--- src/rtl/irq_route_pkg.sv ---
package irq_route_pkg;
  localparam int FIELD_W   = 4;
  localparam int REG_BYTES = 4;

  // A line can be driven only by a port that exists, and only by a pin that exists on it.
  function automatic logic code_routable(input logic [FIELD_W-1:0] code,
                                         input int line, input int ports,
                                         input int last_pins);
    if (int'(code) >= ports) return 1'b0;
    if (int'(code) == ports - 1 && line >= last_pins) return 1'b0;
    return 1'b1;
  endfunction

  // Byte offset of select register n.
  function automatic int reg_offset(input int base, input int n);
    return base + REG_BYTES * n;
  endfunction
endpackage

--- src/rtl/irq_sel_regs.sv ---
module irq_sel_regs
  import irq_route_pkg::*;
#(
  parameter int ADDR_W   = 12,
  parameter int DATA_W   = 32,
  parameter int REGS     = 4,
  parameter int PER_REG  = 4,
  parameter int BASE_OFF = 8
) (
  input  logic                             clk,
  input  logic                             rst_n,
  input  logic                             bus_en,
  input  logic                             bus_wr,
  input  logic [ADDR_W-1:0]                bus_addr,
  input  logic [DATA_W-1:0]                bus_wdata,
  output logic [DATA_W-1:0]                bus_rdata,
  output logic [REGS*PER_REG*FIELD_W-1:0]  sel_flat
);
  localparam int FBITS = PER_REG * FIELD_W;

  logic [FBITS-1:0]  sel_q [REGS];
  logic [REGS-1:0]   addr_hit;
  logic [REGS-1:0]   wr_hit;
  logic              rd_fire;
  logic [DATA_W-1:0] rd_next;
  logic              unused_wdata;

  assign rd_fire      = bus_en & ~bus_wr;
  assign unused_wdata = ^bus_wdata[DATA_W-1:FBITS];

  genvar r;
  generate
    for (r = 0; r < REGS; r++) begin : g_reg
      assign addr_hit[r] = (bus_addr == ADDR_W'(reg_offset(BASE_OFF, r)));
      assign wr_hit[r]   = bus_en & bus_wr & addr_hit[r];
      assign sel_flat[r*FBITS +: FBITS] = sel_q[r];

      always_ff @(posedge clk or negedge rst_n) begin
        if (!rst_n)         sel_q[r] <= '0;
        else if (wr_hit[r]) sel_q[r] <= bus_wdata[FBITS-1:0];
      end

      // a register moves only when its own offset is written
      p_hold_unwritten_r2: assert property (@(posedge clk) disable iff (!rst_n)
        !wr_hit[r] |=> $stable(sel_q[r]));
    end
  endgenerate

  always_comb begin
    rd_next = '0;
    for (int i = 0; i < REGS; i++)
      if (addr_hit[i]) rd_next = DATA_W'(sel_q[i]);
  end

  always_ff @(posedge clk or negedge rst_n) begin
    if (!rst_n)       bus_rdata <= '0;
    else if (rd_fire) bus_rdata <= rd_next;
  end

  // read data holds when no read is accepted
  p_rdata_hold_r8: assert property (@(posedge clk) disable iff (!rst_n)
    !rd_fire |=> $stable(bus_rdata));
  // upper half of any read is zero
  p_upper_zero_r7: assert property (@(posedge clk) disable iff (!rst_n)
    bus_rdata[DATA_W-1:FBITS] == '0);
endmodule

--- src/rtl/irq_line_mux.sv ---
module irq_line_mux
  import irq_route_pkg::*;
#(
  parameter int LINES     = 16,
  parameter int PORTS     = 11,
  parameter int PINS      = 16,
  parameter int LAST_PINS = 8
) (
  input  logic                     clk,
  input  logic                     rst_n,
  input  logic [LINES*FIELD_W-1:0] sel_flat,
  input  logic [PORTS*PINS-1:0]    port_pins,
  output logic [LINES-1:0]         irq_line
);
  logic [LINES-1:0] line_ok;
  logic [LINES-1:0] line_pick;

  genvar x;
  generate
    for (x = 0; x < LINES; x++) begin : g_line
      logic [FIELD_W-1:0] code;
      assign code       = sel_flat[x*FIELD_W +: FIELD_W];
      assign line_ok[x] = code_routable(code, x, PORTS, LAST_PINS);

      always_comb begin
        line_pick[x] = 1'b0;
        for (int p = 0; p < PORTS; p++)
          if (int'(code) == p) line_pick[x] = port_pins[p*PINS + x];
      end

      assign irq_line[x] = line_ok[x] & line_pick[x];

      // reserved codes keep the line low
      p_reserved_low_r5: assert property (@(posedge clk) disable iff (!rst_n)
        (int'(code) >= PORTS) |-> !irq_line[x]);

      if (x >= LAST_PINS) begin : g_upper
        // the short port cannot drive upper lines
        p_short_port_low_r6: assert property (@(posedge clk) disable iff (!rst_n)
          (int'(code) == PORTS - 1) |-> !irq_line[x]);
      end
    end
  endgenerate
endmodule

--- src/rtl/irq_port_route.sv ---
module irq_port_route
  import irq_route_pkg::*;
#(
  parameter int ADDR_W    = 12,
  parameter int DATA_W    = 32,
  parameter int LINES     = 16,
  parameter int PORTS     = 11,
  parameter int PINS      = 16,
  parameter int LAST_PINS = 8,
  parameter int PER_REG   = 4,
  parameter int BASE_OFF  = 8
) (
  input  logic                  clk,
  input  logic                  rst_n,
  input  logic                  bus_en,
  input  logic                  bus_wr,
  input  logic [ADDR_W-1:0]     bus_addr,
  input  logic [DATA_W-1:0]     bus_wdata,
  output logic [DATA_W-1:0]     bus_rdata,
  input  logic [PORTS*PINS-1:0] port_pins,
  output logic [LINES-1:0]      irq_line
);
  localparam int REGS = LINES / PER_REG;

  logic [LINES*FIELD_W-1:0] sel_flat;

  irq_sel_regs #(
    .ADDR_W(ADDR_W), .DATA_W(DATA_W), .REGS(REGS),
    .PER_REG(PER_REG), .BASE_OFF(BASE_OFF)
  ) u_regs (
    .clk(clk), .rst_n(rst_n), .bus_en(bus_en), .bus_wr(bus_wr),
    .bus_addr(bus_addr), .bus_wdata(bus_wdata), .bus_rdata(bus_rdata),
    .sel_flat(sel_flat)
  );

  irq_line_mux #(
    .LINES(LINES), .PORTS(PORTS), .PINS(PINS), .LAST_PINS(LAST_PINS)
  ) u_mux (
    .clk(clk), .rst_n(rst_n), .sel_flat(sel_flat),
    .port_pins(port_pins), .irq_line(irq_line)
  );
endmodule

--- config.mk ---
export PLATFORM = sky130hd
export DESIGN_NAME = irq_port_route
export DESIGN_NICKNAME = d
export VERILOG_FILES = /design/src/rtl/irq_route_pkg.sv /design/src/rtl/irq_sel_regs.sv /design/src/rtl/irq_line_mux.sv /design/src/rtl/irq_port_route.sv
export SDC_FILE = /design/constraint.sdc
export NUM_CORES = 1
export LEC_CHECK = 0
export BUFFER_PORTS_ARGS = -buffer_cell sky130_fd_sc_hd__buf_2
export CORE_ASPECT_RATIO = 0.75
export CORE_MARGIN = 3
export CORE_UTILIZATION = 42
export CTS_CLUSTER_SIZE = 8
export DETAILED_ROUTE_END_ITERATION = 7
export PLACE_DENSITY = 0.78
export REMOVE_ABC_BUFFERS = 1
export SLEW_MARGIN = 40
export SYNTH_ARGS = -nofsm -noshare
export SYNTH_HDL_FRONTEND = slang
export SYNTH_SLANG_ARGS = --single-unit
--- constraint.sdc ---
create_clock -name clk -period 1.3 [get_ports clk]
set_input_delay 0.065 -clock clk [delete_from_list [all_inputs] [get_ports clk]]
set_output_delay 0.065 -clock clk [all_outputs]
set_load 0.05 [all_outputs]
==> impl_results.html, run 1 <==
<table>
<tr><th>Metric</th><th>Value</th></tr>
<tr><th colspan="2">Floorplanning</th></tr>
<tr><td>Height of the die</td><td>about 100 um</td></tr>
<tr><td>Starting density of the core</td><td>around 44%</td></tr>
<tr><td>Die W</td><td>around 140 um</td></tr>
<tr><td>Die area</td><td>between 0.01 and 0.015 sq mm</td></tr>
<tr><td>Number of rows created at floorplan</td><td>34</td></tr>
<tr><td>Area inside the core boundary</td><td>~0.012 sq mm</td></tr>
<tr><td>Count of pins on the block boundary</td><td>approximately 270</td></tr>
<tr><th colspan="2">Min path</th></tr>
<tr><td>Worst hold start</td><td>bus_wdata[3]</td></tr>
<tr><td>Worst min path class</td><td>input pin to flip-flop</td></tr>
<tr><th colspan="2">Final layout</th></tr>
<tr><td>Fraction of layout instances using a drive strength above 1</td><td>between 60% and 70%</td></tr>
<tr><td>Final core utilization</td><td>65.32%</td></tr>
<tr><td>Commonest cells after routing, fill and taps aside</td><td>sky130_fd_sc_hd__buf_2, sky130_fd_sc_hd__buf_4, sky130_fd_sc_hd__dfrtp_1, sky130_fd_sc_hd__mux2_2, sky130_fd_sc_hd__mux2i_1</td></tr>
<tr><td>Post-layout nets</td><td>slightly below 1000</td></tr>
<tr><td>Antenna Cells</td><td>0</td></tr>
<tr><td>Most common cell after layout, fill and taps aside</td><td>sky130_fd_sc_hd__buf_2</td></tr>
<tr><td>Post-route design area</td><td>roughly 0.0078 sq mm</td></tr>
<tr><td>Filler cells</td><td>between 900 and 1000</td></tr>
<tr><td>Synthesis-to-finish area growth</td><td>47.35%</td></tr>
<tr><th colspan="2">Global routing</th></tr>
<tr><td>Largest net degree at the start of global routing</td><td>34</td></tr>
<tr><td>Initial antenna violation count</td><td>0</td></tr>
<tr><td>GRT Overall Usage</td><td>23.21%</td></tr>
<tr><td>Overall overflow remaining after global route</td><td>0</td></tr>
<tr><td>First-pass GRT wire length</td><td>25520 um</td></tr>
<tr><td>Number of global-route vias before repair</td><td>5178</td></tr>
<tr><th colspan="2">Worst setup path</th></tr>
<tr><td>Worst setup slack for register-to-register paths</td><td>approximately 0.060 ns</td></tr>
<tr><td>Worst flop-to-flop path endpoint</td><td>u_regs.bus_rdata[8]$_DFFE_PN0P_</td></tr>
<tr><td>Capture point of the worst path</td><td>irq_line[14]</td></tr>
<tr><td>Peak fanout along the critical path</td><td>4</td></tr>
<tr><td>Critical path start-end classification</td><td>flip-flop to primary output</td></tr>
<tr><td>Kind of end point of the critical path</td><td>primary output</td></tr>
<tr><td>WP data required</td><td>around 1.2 ns</td></tr>
<tr><td>Critical Path Start</td><td>u_regs.sel_flat[56]$_DFFE_PN0P_</td></tr>
<tr><td>Startpoint Class</td><td>flip-flop</td></tr>
<tr><td>Critical register-to-register path startpoint</td><td>u_regs.sel_flat[8]$_DFFE_PN0P_</td></tr>
<tr><td>FF-to-FF path depth</td><td>5</td></tr>
<tr><td>CP arrival</td><td>1.77 ns</td></tr>
<tr><th colspan="2">Power and ir drop</th></tr>
<tr><td>Switching Fraction</td><td>between 20 and 30%</td></tr>
<tr><td>Clk network pwr share</td><td>38.4%</td></tr>
<tr><td>Total internal power</td><td>4.622 mW</td></tr>
<tr><td>Combinational Power Share</td><td>around a fifth</td></tr>
<tr><td>Switching power</td><td>about 1.8 mW</td></tr>
<tr><td>Share of total power in sequential cells</td><td>roughly two fifths</td></tr>
<tr><td>Static Leak</td><td>3.770 nW</td></tr>
<tr><td>Peak supply drop</td><td>between 700 and 800 uV</td></tr>
<tr><td>Cell Pwr Density</td><td>820.6 mW/mm^2</td></tr>
<tr><th colspan="2">Yosys</th></tr>
<tr><td>Area of the mapped netlist</td><td>around 0.0053 sq mm</td></tr>
<tr><td>Synthesized area divided by synthesized cell count</td><td>11.81 sq um</td></tr>
<tr><td>Number of storage elements in the synthesis netlist</td><td>80</td></tr>
<tr><td>Count of mapped cells out of synthesis</td><td>447</td></tr>
<tr><td>Dominant combinational cell family by area after synthesis</td><td>multiplexers</td></tr>
<tr><td>Adder-Cell Fraction of Synth Area</td><td>0%</td></tr>
<tr><td>Post-synthesis share of cell area spent on and, or, nand and nor gates</td><td>about a tenth</td></tr>
<tr><td>Ys Warns</td><td>0</td></tr>
<tr><td>Distinct cell type count after synthesis</td><td>54</td></tr>
<tr><td>Leading register cell type out of synthesis</td><td>sky130_fd_sc_hd__dfrtp_1</td></tr>
<tr><td>Ys async rst share</td><td>100.0%</td></tr>
<tr><td>Proportion of synthesized area in mux cells</td><td>about 32%</td></tr>
<tr><td>Compound-gate portion of the synthesized area</td><td>between 10% and 20%</td></tr>
<tr><td>Portion of the post-synthesis area used by sequential elements</td><td>37.91%</td></tr>
<tr><td>Number of enable-type register cells in the synthesized netlist</td><td>0</td></tr>
<tr><td>Xor and xnor area share after synthesis</td><td>0%</td></tr>
<tr><th colspan="2">Detailed routing</th></tr>
<tr><td>Iteration count of the initial detailed-routing pass</td><td>4</td></tr>
<tr><td>Total wire length after detailed routing</td><td>between 15000 and 20000 um</td></tr>
<tr><td>Total number of vias</td><td>between 4000 and 5000</td></tr>
<tr><td>Detail Route Antenna Nets</td><td>0</td></tr>
<tr><td>Post-route DRC</td><td>0</td></tr>
<tr><td>Detail-routed via count per cell</td><td>5.459</td></tr>
<tr><td>Iter 0 DRT Violations</td><td>252</td></tr>
<tr><td>Average wire per cell in the routed design</td><td>18.72 um</td></tr>
<tr><th colspan="2">CTS</th></tr>
<tr><td>Num CTS Buffers</td><td>9</td></tr>
<tr><td>Number of buffers on the longest clock path</td><td>2</td></tr>
<tr><td>Clock transition time at the flip-flop clock pins of the worst setup and hold paths</td><td>approximately 0.060 ns</td></tr>
<tr><td>Root cell of the clock tree</td><td>sky130_fd_sc_hd__clkbuf_16</td></tr>
<tr><td>Sink Count</td><td>80</td></tr>
<tr><td>Insertion delay of the later-clocked pin in the worst-skew pair</td><td>0.33 ns</td></tr>
<tr><td>Clock tree from TritonCTS</td><td>done</td></tr>
<tr><td>Number of H-tree branching levels</td><td>3</td></tr>
<tr><th colspan="2">Timing</th></tr>
<tr><td>Slew Limit Fails</td><td>0</td></tr>
<tr><td>Peak clock frequency supported by timing</td><td>between 0.5 and 0.6 GHz</td></tr>
<tr><td>RSZ-0062 raised after global routing</td><td>yes</td></tr>
<tr><td>Number of setup violations in the final report</td><td>16</td></tr>
<tr><td>Hold violation total from the final report</td><td>0</td></tr>
<tr><td>Setup clock skew after layout</td><td>0.004026 ns</td></tr>
<tr><td>Crit path setup slack, layout</td><td>-0.5394 ns</td></tr>
<tr><td>Time the worst path needs with I/O delays and setup</td><td>~1.8 ns</td></tr>
<tr><td>Period Utilization, post-route</td><td>141.5%</td></tr>
<tr><th colspan="2">Placement</th></tr>
<tr><td>Standard cell area after detailed placement</td><td>roughly 0.007 sq mm</td></tr>
<tr><td>Count of port buffers added during placement</td><td>about 230</td></tr>
<tr><td>Worst setup slack before clock tree synthesis</td><td>-0.3458 ns</td></tr>
<tr><td>Global placer's final weighted congestion</td><td>between 0.8 and 0.9</td></tr>
<tr><td>Final HPWL DP</td><td>13100 um</td></tr>
<tr><th colspan="2">Run status</th></tr>
<tr><td>Failing checks</td><td>negative setup slack</td></tr>
<tr><td>Run status</td><td>complete, but fails checks</td></tr>
<tr><th colspan="2">Job</th></tr>
<tr><td>Max-cap check violation count</td><td>0</td></tr>
</table>
-- power by group through the flow --
| stage | sequential [mW] | clock, mW | combinational, mW |
|---|---|---|---|
| after floorplan | 2.84 | 0 | 0.462 |
| after global placement | 2.64 | 0 | 1.21 |
| after detailed placement | 2.64 | 0 | 1.25 |
| after CTS | 2.60 | 2.48 | 1.30 |
| after global routing | 2.61 | 2.59 | 1.42 |
| final | 2.60 | 2.45 | 1.33 |
-- worst min-delay path by stage --
stage                                      end  slack, ns  cells past startpoint
6_report        u_regs.sel_flat[3]$_DFFE_PN0P_       0.04                      2
5_1_grt         u_regs.sel_flat[5]$_DFFE_PN0P_       0.02                      2
4_1_cts        u_regs.sel_flat[37]$_DFFE_PN0P_       0.03                      2
3_5_place_dp   u_regs.sel_flat[54]$_DFFE_PN0P_       0.02                      1
3_3_place_gp   u_regs.sel_flat[54]$_DFFE_PN0P_       0.02                      1
2_1_floorplan  u_regs.bus_rdata[0]$_DFFE_PN0P_      -0.23                      0
-- registers in the layout, indices dropped and copies added (netlist names) --
signal,count
u_regs.sel_flat,64
u_regs.bus_rdata,16
-- routing by layer --
layer  vias to the layer above  global-route usage [%]  share of wire (%)
met5                         -                       0                  0
met4                         0                   4.802                1.3
met3                        17                   5.171                6.4
li1                       2284                       -                  -
met2                       194                   42.16                 51
met1                      2445                   28.75                 41
-- layout make-up --
| type | instances | area (sq um) | area share [%] |
|---|---|---|---|
| Multi-Input combinational cell | 324 | 3239 | 41.64 |
| Sequential cell | 80 | 2018 | 25.94 |
| Timing Repair Buffer | 315 | 1998 | 25.68 |
| Clock buffer | 11 | 242.7 | 3.120 |
| Tap cell | 162 | 202.7 | 2.605 |
| Clock inverter | 4 | 45.04 | 0.5790 |
| Inverter | 9 | 33.78 | 0.4342 |
-- critical path: stages, from the launching register on --
cell                       delay [ns]
sky130_fd_sc_hd__dfrtp_2         0.40
sky130_fd_sc_hd__mux2_2          0.35
sky130_fd_sc_hd__a221oi_1        0.30
sky130_fd_sc_hd__or3_4           0.19
sky130_fd_sc_hd__o31ai_4         0.06
sky130_fd_sc_hd__buf_6           0.15
-- Yosys cell counts (all sizes together), types with 2 or more instances --
| cell | instances | area (sq um) |
|---|---|---|
| mux2 | 71 | 874.6 |
| and3 | 2 | 12.51 |
| o221a | 16 | 180.2 |
| or3 | 4 | 25.02 |
| nor4 | 2 | 27.53 |
| mux4 | 20 | 450.4 |
| nand2b | 2 | 12.51 |
| o21ai | 17 | 85.08 |
| nor2 | 31 | 116.4 |
| o31ai | 6 | 45.04 |
| o221ai | 16 | 140.1 |
| mux2i | 37 | 370.4 |
| inv | 9 | 33.78 |
| nand3 | 3 | 27.53 |
| nand2 | 9 | 33.78 |
| a31oi | 4 | 25.02 |
| clkbuf | 24 | 90.09 |
| a22oi | 2 | 15.01 |
| dfrtp | 80 | 2002 |
| a311oi | 2 | 17.52 |
| a211oi | 4 | 30.03 |
| nor2b | 11 | 68.82 |
| o311ai | 2 | 17.52 |
| a2111oi | 2 | 17.52 |
| o21a | 2 | 15.01 |
| nand4 | 3 | 18.77 |
| o211ai | 2 | 15.01 |
| a221oi | 5 | 43.79 |
| a21oi | 7 | 35.03 |
| buf | 26 | 224.0 |
| nand3b | 9 | 80.08 |
| nor3 | 5 | 30.03 |
-- metrics by stage --
step	power [mW]	setup TNS [ns]	hold slack (ns)	instances
floorplan	3.298	-41.77	-0.2306	412
global placement	3.855	-22.02	0.02064	880
detailed placement	3.892	-25.09	0.01999	880
CTS	6.378	-7.325	0.02581	900
global route	6.619	-8.206	0.02055	905
finish	6.384	-6.889	0.03586	905
-- kinds of logic (layout without fill, tap and decap cells) --
logic type | count (synthesis) | after routing
mux | 128 | 128
compound gates | 92 | 92
simple gates | 87 | 88
flops | 80 | 80
buf+inv | 59 | 339
other cells | 1 | 16
-- what timing repair did --
action | CTS | global route
setup buffers | 4 | 2
endpoints found under the setup margin | 16 | 59
pin swaps | 12 | 9
hold endpoints to repair | 27 | 0
gates cloned | 0 | 3
resized for setup | 56 | 53
hold buffers | 1 | 0
Note: power is estimated with default switching activity, not from simulation.
==> inputs of run 2 (changes only) <==
--- a/config.mk
+++ b/config.mk
@@ -7,11 +7,12 @@
 export LEC_CHECK = 0
 export BUFFER_PORTS_ARGS = -buffer_cell sky130_fd_sc_hd__buf_2
 export CORE_ASPECT_RATIO = 0.75
-export CORE_MARGIN = 3
+export CORE_MARGIN = 1.5
 export CORE_UTILIZATION = 42
 export CTS_CLUSTER_SIZE = 8
 export DETAILED_ROUTE_END_ITERATION = 7
-export PLACE_DENSITY = 0.78
+export GPL_TIMING_DRIVEN = 0
+export PLACE_DENSITY_LB_ADDON = 0.08
 export REMOVE_ABC_BUFFERS = 1
 export SLEW_MARGIN = 40
 export SYNTH_ARGS = -nofsm -noshare
==> run 2 against run 1 <==
The run still ends with negative setup slack left. Design area down 3.8%. Wire length down 11%. Power up 7.3%. Utilization down 4.3 points. Sequential cell count unchanged. Clock power up 22%. Die area down 5.1%. Non-clock buffer count down 38. Combinational power down 4%. Sequential power about the same. Final cell count down 3.8%. Critical path type unchanged.
==> impl_results.html, run 2 (synthesis gave the netlist of run 1 again) <==
<table>
<tr><th>Metric</th><th>Value</th></tr>
<tr><th colspan="2">Floorplanning</th></tr>
<tr><td>Area inside the core boundary</td><td>0.01226 sq mm (was 0.01191 sq mm)</td></tr>
<tr><td>Number of rows created at floorplan</td><td>35 (was 34)</td></tr>
<tr><td>Count of pins on the block boundary</td><td>272 (unchanged)</td></tr>
<tr><td>Die W</td><td>132.5 um (was 135.5 um)</td></tr>
<tr><td>Starting density of the core</td><td>43.06% (was 44.33%)</td></tr>
<tr><td>Die area</td><td>0.01326 sq mm (was 0.01397 sq mm)</td></tr>
<tr><td>Height of the die</td><td>100.1 um (was 103.1 um)</td></tr>
<tr><th colspan="2">Final layout</th></tr>
<tr><td>Filler cells</td><td>1025 (was 930)</td></tr>
<tr><td>Largest register FFs</td><td>64 (unchanged)</td></tr>
<tr><td>Commonest cells after routing, fill and taps aside</td><td>sky130_fd_sc_hd__buf_2, sky130_fd_sc_hd__dfrtp_1, sky130_fd_sc_hd__mux2_2, sky130_fd_sc_hd__buf_4, sky130_fd_sc_hd__mux2i_1 (was sky130_fd_sc_hd__buf_2, sky130_fd_sc_hd__buf_4, sky130_fd_sc_hd__dfrtp_1, sky130_fd_sc_hd__mux2_2, sky130_fd_sc_hd__mux2i_1)</td></tr>
<tr><td>Post-route design area</td><td>0.007487 sq mm (was 0.007780 sq mm)</td></tr>
<tr><td>Post-layout nets</td><td>924 (was 963)</td></tr>
<tr><td>Fraction of layout instances using a drive strength above 1</td><td>63.83% (was 65.28%)</td></tr>
<tr><td>Sequential standard cell area</td><td>0.002027 sq mm (was 0.002018 sq mm)</td></tr>
<tr><td>Antenna Cells</td><td>0 (unchanged)</td></tr>
<tr><td>Combined area of the multi-input logic cells</td><td>0.003141 sq mm (was 0.003239 sq mm)</td></tr>
<tr><td>Most common cell after layout, fill and taps aside</td><td>sky130_fd_sc_hd__buf_2 (unchanged)</td></tr>
<tr><td>Synthesis-to-finish area growth</td><td>41.80% (was 47.35%)</td></tr>
<tr><th colspan="2">Min path</th></tr>
<tr><td>Worst hold start</td><td>bus_wdata[5] (was bus_wdata[3])</td></tr>
<tr><td>Worst Hold Depth</td><td>2 (unchanged)</td></tr>
<tr><td>Hold path endpoint</td><td>u_regs.sel_flat[53]$_DFFE_PN0P_ (was u_regs.sel_flat[3]$_DFFE_PN0P_)</td></tr>
<tr><td>Worst min path class</td><td>input pin to flip-flop (unchanged)</td></tr>
<tr><th colspan="2">Placement</th></tr>
<tr><td>Worst setup slack before clock tree synthesis</td><td>-0.7280 ns (was -0.3458 ns)</td></tr>
<tr><td>Global placer's final weighted congestion</td><td>0.7652 (was 0.8482)</td></tr>
<tr><td>Count of port buffers added during placement</td><td>231 (unchanged)</td></tr>
<tr><td>Standard cell area after detailed placement</td><td>0.006481 sq mm (was 0.006987 sq mm)</td></tr>
<tr><td>Final HPWL DP</td><td>10720 um (was 13100 um)</td></tr>
<tr><th colspan="2">Power and ir drop</th></tr>
<tr><td>Cell Pwr Density</td><td>915.2 mW/mm^2 (was 820.6 mW/mm^2)</td></tr>
<tr><td>Combinational Power Share</td><td>18.7% (was 20.8%)</td></tr>
<tr><td>Switching power</td><td>1.796 mW (was 1.762 mW)</td></tr>
<tr><td>Static Leak</td><td>3.545 nW (was 3.770 nW)</td></tr>
<tr><td>Switching Fraction</td><td>26.21% (was 27.60%)</td></tr>
<tr><td>Total internal power</td><td>5.056 mW (was 4.622 mW)</td></tr>
<tr><td>Clk network pwr share</td><td>43.5% (was 38.4%)</td></tr>
<tr><td>Peak supply drop</td><td>638.6 uV (was 777.7 uV)</td></tr>
<tr><td>Share of total power in sequential cells</td><td>37.9% (was 40.7%)</td></tr>
<tr><th colspan="2">Worst setup path</th></tr>
<tr><td>WP data required</td><td>1.24 ns (about the same)</td></tr>
<tr><td>CP arrival</td><td>1.80 ns (was 1.77 ns)</td></tr>
<tr><td>Peak fanout along the critical path</td><td>4 (unchanged)</td></tr>
<tr><td>Critical register-to-register path startpoint</td><td>u_regs.sel_flat[24]$_DFFE_PN0P_ (was u_regs.sel_flat[8]$_DFFE_PN0P_)</td></tr>
<tr><td>Critical Path Start</td><td>u_regs.sel_flat[48]$_DFFE_PN0P_ (was u_regs.sel_flat[56]$_DFFE_PN0P_)</td></tr>
<tr><td>Worst setup slack for register-to-register paths</td><td>0.06 ns (about the same)</td></tr>
<tr><td>Critical path start-end classification</td><td>flip-flop to primary output (unchanged)</td></tr>
<tr><td>Worst flop-to-flop path endpoint</td><td>u_regs.bus_rdata[8]$_DFFE_PN0P_ (unchanged)</td></tr>
<tr><td>FF-to-FF path depth</td><td>5 (unchanged)</td></tr>
<tr><td>Kind of end point of the critical path</td><td>primary output (unchanged)</td></tr>
<tr><td>Startpoint Class</td><td>flip-flop (unchanged)</td></tr>
<tr><th colspan="2">CTS</th></tr>
<tr><td>Number of buffers on the longest clock path</td><td>2 (unchanged)</td></tr>
<tr><td>Clock transition time at the flip-flop clock pins of the worst setup and hold paths</td><td>0.06 ns (about the same)</td></tr>
<tr><td>Num CTS Buffers</td><td>9 (unchanged)</td></tr>
<tr><td>Number of H-tree branching levels</td><td>3 (unchanged)</td></tr>
<tr><td>Sink Count</td><td>80 (unchanged)</td></tr>
<tr><td>Root cell of the clock tree</td><td>sky130_fd_sc_hd__clkbuf_16 (unchanged)</td></tr>
<tr><td>Clock tree from TritonCTS</td><td>done (unchanged)</td></tr>
<tr><td>Insertion delay of the later-clocked pin in the worst-skew pair</td><td>0.33 ns (about the same)</td></tr>
<tr><th colspan="2">Run status</th></tr>
<tr><td>Failing checks</td><td>negative setup slack (unchanged)</td></tr>
<tr><td>Run status</td><td>complete, but fails checks (unchanged)</td></tr>
<tr><th colspan="2">Timing</th></tr>
<tr><td>Hold violation total from the final report</td><td>0 (unchanged)</td></tr>
<tr><td>Actual slew at the worst max-slew pin</td><td>~0.56 ns</td></tr>
<tr><td>Setup clock skew after layout</td><td>0.003605 ns (was 0.004026 ns)</td></tr>
<tr><td>Final setup TNS</td><td>-7.320 ns (was -6.889 ns)</td></tr>
<tr><td>Time the worst path needs with I/O delays and setup</td><td>1.867 ns (was 1.839 ns)</td></tr>
<tr><td>RSZ-0062 raised after global routing</td><td>yes (unchanged)</td></tr>
<tr><td>Period Utilization, post-route</td><td>143.6% (was 141.5%)</td></tr>
<tr><td>Slew Limit Fails</td><td>0 (unchanged)</td></tr>
<tr><td>Number of setup violations in the final report</td><td>16 (unchanged)</td></tr>
<tr><td>Relative max-transition margin</td><td>62.51%</td></tr>
<tr><td>Crit path setup slack, layout</td><td>-0.5666 ns (was -0.5394 ns)</td></tr>
<tr><td>Peak clock frequency supported by timing</td><td>0.5357 GHz (was 0.5437 GHz)</td></tr>
<tr><th colspan="2">Detailed routing</th></tr>
<tr><td>Total number of vias</td><td>4726 (was 4940)</td></tr>
<tr><td>Detail-routed via count per cell</td><td>5.426 (was 5.459)</td></tr>
<tr><td>Iter 0 DRT Violations</td><td>177 (was 252)</td></tr>
<tr><td>Total wire length after detailed routing</td><td>15120 um (was 16950 um)</td></tr>
<tr><td>Detail Route Antenna Nets</td><td>0 (unchanged)</td></tr>
<tr><td>Average wire per cell in the routed design</td><td>17.36 um (was 18.72 um)</td></tr>
<tr><td>Iteration count of the initial detailed-routing pass</td><td>4 (unchanged)</td></tr>
<tr><td>Post-route DRC</td><td>0 (unchanged)</td></tr>
<tr><th colspan="2">Global routing</th></tr>
<tr><td>First-pass GRT wire length</td><td>24100 um (was 25520 um)</td></tr>
<tr><td>Overall overflow remaining after global route</td><td>0 (unchanged)</td></tr>
<tr><td>GRT Overall Usage</td><td>23.02% (was 23.21%)</td></tr>
<tr><td>Initial antenna violation count</td><td>0 (unchanged)</td></tr>
<tr><td>Largest net degree at the start of global routing</td><td>49 (was 34)</td></tr>
<tr><td>Number of global-route vias before repair</td><td>4806 (was 5178)</td></tr>
<tr><th colspan="2">Job</th></tr>
<tr><td>Max-cap check violation count</td><td>0 (unchanged)</td></tr>
</table>
## run 2: cell types whose count changed in the layout (fill, tap and decap cells not counted), sizes merged
cell	previous run	this run
clkinvlp	0	1
buf	312	275
nand3b	10	9
bufinv	1	3
dlygate4sd3	1	2
clkbuf	13	11
clkinv	3	1
## run 2: layout make-up
cell class              count  share of cell area, %
flip-flops and latches     80                  27.07
clock inverters             5                  1.370
inverters                   9                 0.4512
multi-input cells         323                  41.95
well taps                 166                  2.774
repair buffers            277                  23.01
clock buffers              11                  3.376
## run 2: metrics by stage
step                instances  total power [mW]  util [%]  hold slack, ns
global placement          809             3.802     52.08          0.3442
detailed placement        814             3.847     52.86        -0.02794
global route              871             7.125     61.06        0.003324
floorplan                 412             3.298         -         -0.2306
CTS                       865             6.889     59.54       0.0006912
finish                    871             6.852     61.06         0.02022
## run 2: timing repair
action                                 CTS  global route
endpoints found under the hold margin   84             0
pin swaps                                9            10
hold buffers                             2             0
gates cloned                             0             0
gates resized for setup                 61            30
setup buffers                           33             6
setup endpoints to repair               82            81
## run 2: worst max path at each step
stage	endpoint	cells past startpoint
5_1_grt	irq_line[12]	5
6_report	irq_line[12]	5
4_1_cts	irq_line[12]	5
2_1_floorplan	irq_line[5]	3
3_5_place_dp	u_regs.sel_flat[0]$_DFFE_PN0P_	5
3_3_place_gp	u_regs.bus_rdata[14]$_DFFE_PN0P_	5
## run 2: per-layer routing
metal / global-route usage (%) / vias to the layer above / wire length, um
met2: 39.63 / 165 / 7466
met5: 0 / - / 0
met3: 5.505 / 7 / 923
li1: - / 2207 / -
met4: 6.002 / 0 / 75
met1: 29.41 / 2347 / 6658
## run 2: power by group through the flow
stage	registers (mW)	logic [mW]	clock network, mW
after detailed placement	2.64	1.21	0
final	2.60	1.28	2.98
after global placement	2.64	1.16	0
after floorplan	2.84	0.462	0
after global routing	2.60	1.37	3.15
after CTS	2.59	1.26	3.04
## run 2: worst max-delay path, cell delays in order (launching register included)
cell and delay [ns]:
sky130_fd_sc_hd__dfrtp_2 0.46, sky130_fd_sc_hd__mux4_2 0.34, sky130_fd_sc_hd__nor2b_1 0.04, sky130_fd_sc_hd__or3_1 0.35
sky130_fd_sc_hd__o31ai_2 0.08, sky130_fd_sc_hd__buf_6 0.19
